--- config.mk ---
export PLATFORM = sky130hd
export DESIGN_NAME = decode_steer
export DESIGN_NICKNAME = d
export VERILOG_FILES = /design/src/rtl/decode_steer_pkg.sv /design/src/rtl/decode_steer_head.sv /design/src/rtl/decode_steer_lane.sv /design/src/rtl/decode_steer_seq.sv /design/src/rtl/decode_steer.sv
export SDC_FILE = /design/constraint.sdc
export NUM_CORES = 1
export LEC_CHECK = 0
export CORE_AREA = 2 2 39 41
export CTS_CLUSTER_DIAMETER = 50
export CTS_CLUSTER_SIZE = 14
export DETAILED_ROUTE_END_ITERATION = 12
export DIE_AREA = 0 0 41 43
export GPL_TIMING_DRIVEN = 0
export PLACE_DENSITY = 0.74
export SETUP_SLACK_MARGIN = 0.2
export SLEW_MARGIN = 10
export SYNTH_ARGS = -nofsm -noshare
export SYNTH_HDL_FRONTEND = slang
export SYNTH_SLANG_ARGS = --single-unit
--- constraint.sdc ---
create_clock -name clk -period 2.1 [get_ports clk]
set_input_delay 0.315 -clock clk [delete_from_list [all_inputs] [get_ports clk]]
set_output_delay 0.315 -clock clk [all_outputs]
set_load 0.01 [all_outputs]
--- src/rtl/decode_steer_pkg.sv ---
package decode_steer_pkg;

   typedef enum logic {
      SQ_IDLE = 1'b0,
      SQ_RUN  = 1'b1
   } seq_state_t;

   function automatic int unsigned width_for(input int unsigned maxval);
      return (maxval < 2) ? 1 : $clog2(maxval + 1);
   endfunction

endpackage

--- src/rtl/decode_steer_head.sv ---
module decode_steer_head #(
   parameter int unsigned CNT_W   = 5,
   parameter int unsigned BIG_MAX = 4,
   parameter int unsigned BIG_W   = 3
) (
   input  logic             en,
   input  logic             vld,
   input  logic [CNT_W-1:0] uops,
   output logic             go,
   output logic             start,
   output logic [BIG_W-1:0] big
);
   logic fits;

   always_comb begin
      fits  = (uops <= CNT_W'(BIG_MAX));
      go    = en & vld & fits;
      start = en & vld & ~fits;
      big   = go ? BIG_W'(uops) : '0;
   end

endmodule

--- src/rtl/decode_steer_lane.sv ---
module decode_steer_lane #(
   parameter int unsigned CNT_W = 5
) (
   input  logic             prev_go,
   input  logic             vld,
   input  logic [CNT_W-1:0] uops,
   output logic             go
);
   always_comb begin
      go = prev_go & vld & (uops == CNT_W'(1));
   end

endmodule

--- src/rtl/decode_steer_seq.sv ---
module decode_steer_seq
   import decode_steer_pkg::*;
(
   input  logic clk,
   input  logic rst_n,
   input  logic start,
   input  logic done,
   output logic busy
);
   seq_state_t state_q, state_d;

   always_comb begin
      state_d = state_q;
      unique case (state_q)
         SQ_IDLE: if (start) state_d = SQ_RUN;
         SQ_RUN:  if (done)  state_d = SQ_IDLE;
         default: state_d = SQ_IDLE;
      endcase
   end

   always_ff @(posedge clk or negedge rst_n) begin
      if (!rst_n) state_q <= SQ_IDLE;
      else        state_q <= state_d;
   end

   assign busy = (state_q == SQ_RUN);

endmodule

--- src/rtl/decode_steer.sv ---
module decode_steer
   import decode_steer_pkg::*;
#(
   parameter int unsigned NSLOT   = 3,
   parameter int unsigned CNT_W   = 5,
   parameter int unsigned BIG_MAX = 4
) (
   input  logic                          clk,
   input  logic                          rst_n,
   input  logic                          ds_ready,
   input  logic [NSLOT-1:0]              in_vld,
   input  logic [NSLOT*CNT_W-1:0]        in_uops,
   output logic [$clog2(NSLOT+1)-1:0]    take_cnt,
   output logic [$clog2(BIG_MAX+1)-1:0]  big_uops,
   output logic [NSLOT-1:1]              lite_vld,
   output logic                          seq_start,
   output logic [CNT_W-1:0]              seq_uops,
   output logic                          seq_busy,
   input  logic                          seq_done
);
   localparam int unsigned TAKE_W = $clog2(NSLOT + 1);
   localparam int unsigned BIG_W  = $clog2(BIG_MAX + 1);

   generate
      if (NSLOT < 2) begin : g_bad_slots
         $error("decode_steer: NSLOT must be at least 2");
      end
      if (BIG_MAX < 2 || BIG_MAX >= (1 << CNT_W) - 1) begin : g_bad_big
         $error("decode_steer: BIG_MAX must be >= 2 and below the count range");
      end
   endgenerate

   logic             en;
   logic [NSLOT-1:0] chain;
   logic             head_start;
   logic [BIG_W-1:0] head_big;

   assign en = ds_ready & ~seq_busy;

   decode_steer_head #(
      .CNT_W   (CNT_W),
      .BIG_MAX (BIG_MAX),
      .BIG_W   (BIG_W)
   ) u_head (
      .en    (en),
      .vld   (in_vld[0]),
      .uops  (in_uops[0 +: CNT_W]),
      .go    (chain[0]),
      .start (head_start),
      .big   (head_big)
   );

   genvar k;
   generate
      for (k = 1; k < NSLOT; k++) begin : g_lane
         decode_steer_lane #(
            .CNT_W (CNT_W)
         ) u_lane (
            .prev_go (chain[k-1]),
            .vld     (in_vld[k]),
            .uops    (in_uops[k*CNT_W +: CNT_W]),
            .go      (chain[k])
         );
         assign lite_vld[k] = chain[k];
      end
   endgenerate

   always_comb begin
      take_cnt = TAKE_W'(head_start);
      for (int i = 0; i < NSLOT; i++) begin
         take_cnt = take_cnt + TAKE_W'(chain[i]);
      end
   end

   assign big_uops  = head_big;
   assign seq_start = head_start;
   assign seq_uops  = head_start ? in_uops[0 +: CNT_W] : '0;

   decode_steer_seq u_seq (
      .clk   (clk),
      .rst_n (rst_n),
      .start (head_start),
      .done  (seq_done),
      .busy  (seq_busy)
   );

endmodule

Word level (Yosys, flattened, before mapping) --
Index checks and enable logic that the tools add are counted.
Word-level totals: register bits after elaboration 1, input bits 22, word-level logic and storage cells 22
Operators by class: add/sub/neg operators 3, $lt $le $gt $ge 1, eq/ne operators 2, muxes and demuxes 5, bitwise logic cells 10
Operators by type and width (count):
- 5-bit by 1-bit equality test with 1-bit output (second input constant) | 2
- 1-bit AND | 8
- 5-bit by 3-bit less-or-equal comparator with 1-bit output (second input constant) | 1
- 5-bit two-way mux | 1
- 2-bit by 1-bit adder with 2-bit output | 2
- 3-bit two-way mux | 1
- 1-bit by 1-bit adder with 2-bit output | 1
- 1-bit two-way mux | 2
- 1-bit NOT | 2
- 1-bit case mux with 2 select lines | 1

Logic depth before layout (Yosys ltp) --
Gate-level depths: netlist of the first run.
word-level depth 9, mapped depth 6, gate-level depth less buffers 6

Hierarchy --
Synthesis of the first run repeated with hierarchy kept, for this count alone.
Second synthesis, totals: cell total of the unflattened synthesis 36, area total of the unflattened synthesis 261.5 um^2
Modules (own cells, without submodules):
- decode_steer | times used 1, cells an instance 15, area each 108.9 um^2, seq. area each 0.0 um^2
- decode_steer_head | times used 1, cells an instance 12, area each 66.3 um^2, seq. area each 0.0 um^2
- decode_steer_lane | times used 2, cells an instance 3, area each 23.8 um^2, seq. area each 0.0 um^2
- decode_steer_seq | times used 1, cells an instance 3, area each 38.8 um^2, seq. area each 25.0 um^2

Least setup slack after synthesis of the first run --
Ideal clock, no wire load.
path type register to output, start point reg u_seq.state_q, in the netlist u_seq.busy, end point out take_cnt[1], arrival time 2.000 ns, data required time 1.785 ns, slack -0.215 ns, cell stages (with the launch flop) 7, cells stage by stage dfrtp_1 and3b_1 and4_1 and4b_1 fa_1 ha_1 xor2_1
Between the ends: cells in the longest elaborated chain, start to end 9, elaborated cells on any way between the ends 12, classes of those cells add/sub: 3; bitwise: 9
RTL lines:
- start: declaration | RTL line decode_steer_seq.sv:10 | seq_state_t state_q, state_d;
- start signal: assignment | RTL line decode_steer_seq.sv:23 | else state_q <= state_d;
- 1-bit NOT
- 1-bit AND | RTL line decode_steer.sv:38 | assign en = ds_ready & ~seq_busy;
- 1-bit AND (2 in a row) | RTL line decode_steer_head.sv:17 | go = en & vld & fits;
- 1-bit AND (2 in a row) | RTL line decode_steer_lane.sv:10 | go = prev_go & vld & (uops == CNT_W'(1));
- via g_lane[1].u_lane.go | RTL line decode_steer_lane.sv:7 | output logic go
- 1-bit AND (2 in a row) | RTL line decode_steer_lane.sv:10
- via g_lane[2].u_lane.go | RTL line decode_steer_lane.sv:7
- 2-bit by 1-bit adder with 2-bit output | RTL line decode_steer.sv:71 | take_cnt = take_cnt + TAKE_W'(chain[i]);
- end: declaration | RTL line decode_steer.sv:13 | output logic [$clog2(NSLOT+1)-1:0] take_cnt,
The timed path passes the listed nets, and every way through them passes these cells.

Worst setup path after layout of the first run --
start point in in_uops[0], end point out take_cnt[1]
Between the ends: cells in the longest elaborated chain, start to end 7, elaborated cells on any way between the ends 11, classes of those cells add/sub: 3; order compare: 1; bitwise: 7
RTL lines:
- start: declaration | RTL line decode_steer.sv:12 | input logic [NSLOT*CNT_W-1:0] in_uops,
- 5-bit by 3-bit less-or-equal comparator with 1-bit output | RTL line decode_steer_head.sv:16 | fits = (uops <= CNT_W'(BIG_MAX));
- 1-bit AND | RTL line decode_steer_head.sv:17
- 1-bit AND (2 in a row) | RTL line decode_steer_lane.sv:10
- via g_lane[1].u_lane.go | RTL line decode_steer_lane.sv:7
- 1-bit AND (2 in a row) | RTL line decode_steer_lane.sv:10
- via g_lane[2].u_lane.go | RTL line decode_steer_lane.sv:7
- 2-bit by 1-bit adder with 2-bit output | RTL line decode_steer.sv:71
The timed path passes the listed nets, and every way through them passes these cells.

==> impl_metrics.yaml, run 1 <==
run_status:
  outcome: "finished with violations"
  violations: "negative setup slack"
routing:
  via_per_inst: 4.15
  routed-via-count: 328
  drc: 0
  totalWireLength_um: 807
  wl_per_cell_um: 10.2
  antenna_left: 0
  first_iter_violations: 0
  dr.pass1.iters: 1
yosys:
  synth.avg_cell_area_um2: 8.52
  synth_area_leader_cell: "and2_1"
  async_flop_share_pct: 100
  syn-num-nets: 50
  synth_area_leaders: "and2_1, dfrtp_1, fa_1"
  ys_ff_latch: 1
  synth_common_cells: "and2_1, buf_4"
  yosys.area.top_type_share_pct: 22.6
  yosys.cell_types.count: 18
  synth_cells: 26
  synthFlopType: "dfrtp_1"
  synth.most_common_cell: "and2_1"
  synthesis.area_um2: 221
  synth_edf_count: 0
  yosysSeqAreaShare_pct: 11.3
  yosysWarnings: 0
min_path:
  hold_path_class: "input pin to async pin"
global_routing:
  grt.busiest_layer: "met2"
  grtUsageMet2_pct: 18.4
  grt_pass1_wl_um: 1210
  met1_usage_pct: 10.0
  grt_antenna_before_repair: 0
  grtUsageMet3_pct: 2.09
  track_usage_pct: 9.45
  grt_overflow_total: 0
  grt_max_degree: 7
  first_global_vias: 333
floorplanning:
  die_w_um: 41
  rows: 14
  boundaryPins: 36
  die_h_um: 43
  coreArea_um2: 1380
  die_area_um2: 1760
  start_util_pct: 16.0
timing:
  skew_ns: 0
  max_freq_mhz: 422
  report.final.hold_viol_count: 0
  drv_slew: 0
  rsz0062_at_grt: "yes"
  period_minus_slack_ns: 2.37
  tightest_slew_ns: 0.267
  maxSlewHeadroom_pct: 82.1
  finalSetupTns_ns: -0.473
  setup_violations: 2
  fin_ws_ns: -0.270
  fin_crit_sh_pct: 113
place:
  dp_hpwl_um: 663
  gp_congestion: 0.605
  portBuffers: 35
cts:
  clk-insertion-delay-late_ns: 0
  cts_hold_buf: 0
  clkSlewWorstSetupHoldPaths_ns: 0
setup_path:
  worstPathRequired_ns: 1.78
  critPathKind: "input pin to output port"
  worst_ep_arrival_time_ns: 2.05
  worstPathMaxFanout: 3
  start_kind: "input pin"
  critPathCaptureType: "output port"
layout:
  nets: 89
  largest_reg_flops: 1
  synthToLayoutAreaGrowth_pct: 195
  layout-drive-gt1-share_pct: 46.0
  n_antenna_cell: 0
power_and_ir_drop:
  p_total_uw: 110
  p_leak_uw: 0.000413
  ir_drop_mv: 0.153
  power_density_nw_per_um2: 168
flow_run:
  drv_cap: 0
## area by class of cell
class | instances | area (µm²)
timing repair buffer | 37 | 329
sequential | 1 | 25.0
tap | 16 | 20.0
inverter | 1 | 3.75
buffer | 2 | 15.0
multi-input combinational | 22 | 262
fill | 147 | 729
## where the power goes
part	internal [µW]	total, µW	switching, µW
Clock	0	0	0
Combinational	55.2	86.8	31.6
Sequential	21.9	23.3	1.41
Total	77.1	110	33.0
## per-stage QoR
stage,std cells,hold WS (ns),utilization [%],setup slack [ns],instance area (µm²)
after floorplan,26,0.0194,-,-0.119,234
final,79,0.467,47.3,-0.270,654
after global routing,79,0.477,47.3,-0.362,654
after CTS,78,0.470,44.3,-0.340,613
after detailed placement,77,0.470,43.7,-1.15,604
after global placement,77,0.464,43.7,-1.13,604
## layer usage
| layer | up-vias | wire length, µm | share of wire [%] |
|---|---|---|---|
| met5 | - | 0 | 0 |
| met4 | 0 | 0 | 0 |
| met3 | 0 | 102 | 13 |
| met2 | 20 | 442 | 55 |
| met1 | 141 | 261 | 32 |
| li1 | 167 | - | - |
## final timing paths
check,slack (ns),depth (start not counted),to,startpoint
worst min-delay path,0.47,1,u_seq.busy,rst_n
max in group asynchronous,1.53,1,u_seq.busy,rst_n
min in group clk,0.49,1,u_seq.busy,u_seq.busy
worst min register to register,0.49,1,u_seq.busy,u_seq.busy
worst max register to register,1.03,3,u_seq.busy,u_seq.busy
worst max-delay path,-0.27,8,take_cnt[1],in_uops[0]
## logic make-up after synthesis
kind of cell             Yosys count  synth area share [%]
AND/OR/NAND/NOR                   16                  50.9
AO/OA/AOI/OAI                      3                  10.7
XOR/XNOR                           1                  3.96
buffers and inverters              3                  8.47
adder cells (fa/ha/maj)            2                  14.7
flip-flops                         1                  11.3
## worst max-delay path, cell delays in order
cell and delay, ns:
clkdlybuf4s15_2 0.21, o21ai_4 0.17, and4_4 0.24, and4b_1 0.24, fa_1 0.44, ha_4 0.19, xor2_2 0.13, buf_2 0.13
## placed cells by master, fill, tap and decap left out
master / synthesis / final
and2_1: 8 / 8
clkdlybuf4s50_1: 0 / 8
clkbuf_2: 0 / 6
dlygate4sd2_1: 0 / 6
dlymetal6s2s_1: 0 / 6
buf_4: 2 / 4
buf_6: 0 / 4
buf_2: 0 / 4
o21ai_4: 0 / 1
nor4bb_4: 0 / 1
and3b_2: 0 / 1
nor4_4: 0 / 1
and4_4: 0 / 1
nor4b_2: 0 / 1
and4b_1: 1 / 1
nor2_1: 1 / 1
a21boi_4: 0 / 1
xor2_2: 0 / 1
and3_4: 0 / 1
inv_1: 1 / 1
a21o_1: 1 / 1
fa_1: 1 / 1
ha_4: 0 / 1
clkdlybuf4s15_2: 0 / 1
dfrtp_1: 1 / 1
## timing repair
item	CTS	global route
resized for setup	57	23
setup endpoints to repair	13	10
buffers inserted	1	1
endpoints found under the hold margin	0	0
pin swaps	9	8
(Power assumes the default switching activity.)
==> run 2, diff against run 1 <==
- CTS_BUF_LIST: default -> sky130_fd_sc_hd__clkbuf_2
==> results of run 2 <==
Same layout as run 1: the final DEF is identical, and so are final timing and power.
==> run 3, diff against run 2 <==
- ABC_AREA: default -> 1
- ABC_CLOCK_PERIOD_IN_PS: default -> 2100
- PLACE_DENSITY: 0.74 -> 0.77
- SLEW_MARGIN: 10 -> default
==> impl_metrics.yaml, run 3 <==
global_routing:
  grt_pass1_wl_um: 1370
  grt_antenna_before_repair: 0
  track_usage_pct: 10.4
  grt_overflow_total: 0
  grt_max_degree: 6
  first_global_vias: 344
layout:
  layout_common_cells: "clkdlybuf4s50_1, buf_2, inv_1, clkbuf_2, buf_4"
  n_fill_cell: 143
  nets: 112
  largest_reg_flops: 1
  synthToLayoutAreaGrowth_pct: 176
  n_antenna_cell: 0
  layout_commonest_cell: "clkdlybuf4s50_1"
  stdcell_count: 102
  seq_area_um2: 25.0
  multi_input_area_um2: 277
  layout-drive-gt1-share_pct: 59.3
timing:
  setup_violations: 1
  rsz0062_at_grt: "yes"
  fin_ws_ns: -0.00450
  tightest_slew_ns: 0.171
  report.final.hold_viol_count: 0
  period_minus_slack_ns: 2.10
  max_freq_mhz: 475
  maxSlewHeadroom_pct: 88.6
  hold-worst-slack_ns: 0.464
  fin_crit_sh_pct: 100
  drv_slew: 0
  skew_ns: 0
yosys:
  synth.most_common_cell: "nor2_1"
  yosys.cell_types.count: 16
  synth_edf_count: 0
  synthFlopType: "dfrtp_1"
  async_flop_share_pct: 100
  synth_cells: 45
  yosysWarnings: 0
  yosys.area.top_type_share_pct: 20.7
  yosysSeqAreaShare_pct: 9.85
  synth.avg_cell_area_um2: 5.64
  synthesis.area_um2: 254
  synth_common_cells: "nor2_1, inv_1, nand2_1"
  synth_area_leaders: "nor2_1, inv_1, dfrtp_1"
  syn-num-nets: 69
  synth_area_leader_cell: "nor2_1"
  ys_ff_latch: 1
setup_path:
  cpPeakStageDelay_ns: 0.48
  worst_ep_arrival_time_ns: 1.79
  critPathCaptureType: "output port"
  worst_path_max_delay_cell: "fa_1"
  reg2reg_slack_ns: 1.17
  critPathKind: "input pin to output port"
  worstPathRequired_ns: 1.78
  worstPathMaxFanout: 3
  start_kind: "input pin"
  crit_chain: "buf_8 > o21ai_4 > nand3_4 > nor3_4 > fa_1 > ha_4 > xor2_2 > buf_2"
floorplanning:
  die_h_um: 43
  die_w_um: 41
  rows: 14
  boundaryPins: 36
  die_area_um2: 1760
  coreArea_um2: 1380
  start_util_pct: 18.4
min_path:
  hold_path_class: "input pin to async pin"
power_and_ir_drop:
  p_leak_uw: 0.000392
  p_total_uw: 120
  power_density_nw_per_um2: 171
  ir_drop_mv: 0.155
routing:
  via_per_inst: 3.84
  routed-via-count: 392
  dr.pass1.iters: 1
  wl_per_cell_um: 8.83
  first_iter_violations: 0
  drc: 0
  totalWireLength_um: 901
  antenna_left: 0
run_status:
  outcome: "finished with violations"
  violations: "negative setup slack"
place:
  dp.cells: 96
  dp_hpwl_um: 707
  gp_congestion: 0.622
  place_ws_ns: -0.857
  portBuffers: 35
cts:
  clkSlewWorstSetupHoldPaths_ns: 0
  clk-insertion-delay-late_ns: 0
flow_run:
  drv_cap: 0
run 3: cell types whose count changed in the layout (fill, tap and decap cells not counted), moves of 3 or more:
cell,before,now
nor2_1,1,6
inv_2,0,4
nor2_2,0,3
inv_1,1,9
nor2_4,0,6
clkdlybuf4s50_1,8,11
nand2_1,0,3
dlymetal6s2s_1,6,1
buf_4,4,7
and2_1,8,0
dlygate4sd2_1,6,2
buf_2,4,10
run 3: path summary, 6_finish.rpt:
check / from / end / cells past startpoint
worst max-delay path: in_uops[1] / take_cnt[1] / 8
worst min-delay path: rst_n / u_seq.busy / 1
worst max register to register: u_seq.busy / u_seq.busy / 4
worst min register to register: u_seq.busy / u_seq.busy / 2
max in group asynchronous: rst_n / u_seq.busy / 1
min in group clk: u_seq.busy / u_seq.busy / 2
run 3: kinds of logic after synthesis:
| kind of cell | Yosys count | share of synthesized area (%) |
|---|---|---|
| AO/OA/AOI/OAI | 2 | 5.42 |
| adder cells (fa/ha/maj) | 2 | 12.8 |
| XOR/XNOR | 1 | 3.45 |
| AND/OR/NAND/NOR | 24 | 43.4 |
| flip-flops | 1 | 9.85 |
| buffers and inverters | 15 | 25.1 |
run 3: timing repair:
item                                    in CTS  in global routing
resized for setup                           76                 24
pin swaps                                   18                 14
hold buffers                                 0                  0
setup buffers                                4                  2
endpoints found under the setup margin      13                  5
hold endpoints to repair                     0                  0
run 3: critical path, delay by kind of cell:
kind            cells  cell delay [ns]
xor+xnor            1             0.13
buf+inv             2             0.23
fa+ha+maj           2             0.66
compound gates      1             0.17
simple gates        2             0.28
run 3: report_power, final:
part | total, µW | switching, µW | internal, µW
Clock | 0 | 0 | 0
Combinational | 95.9 | 43.4 | 52.5
Sequential | 24.5 | 2.62 | 21.9
run 3: layout make-up:
| cell class | instances | share of cell area, % |
|---|---|---|
| flip-flops and latches | 1 | 3.57 |
| plain buffers | 2 | 2.14 |
| multi-input cells | 29 | 39.4 |
| repair buffers | 41 | 45.1 |
| well taps | 16 | 2.85 |
| inverters | 13 | 6.95 |
run 3: per-stage QoR:
| stage | utilization, % | setup TNS (ns) | cell area [µm²] |
|---|---|---|---|
| 3_3_place_gp | 47.2 | -2.27 | 653 |
| 4_1_cts | 48.6 | -0.0800 | 672 |
| 2_1_floorplan | - | 0 | 283 |
| 5_1_grt | 50.7 | -0.0602 | 702 |
| 6_report | 50.7 | -0.00450 | 702 |
| 3_5_place_dp | 47.2 | -2.32 | 653 |
run 3: per-layer routing:
layer	global-route usage [%]	part of all wire, %	vias to the layer above
li1	-	-	212
met1	12.8	38	168
met2	20.0	57	12
met3	0	4.8	0
met4	0	0	0
met5	0	0	-
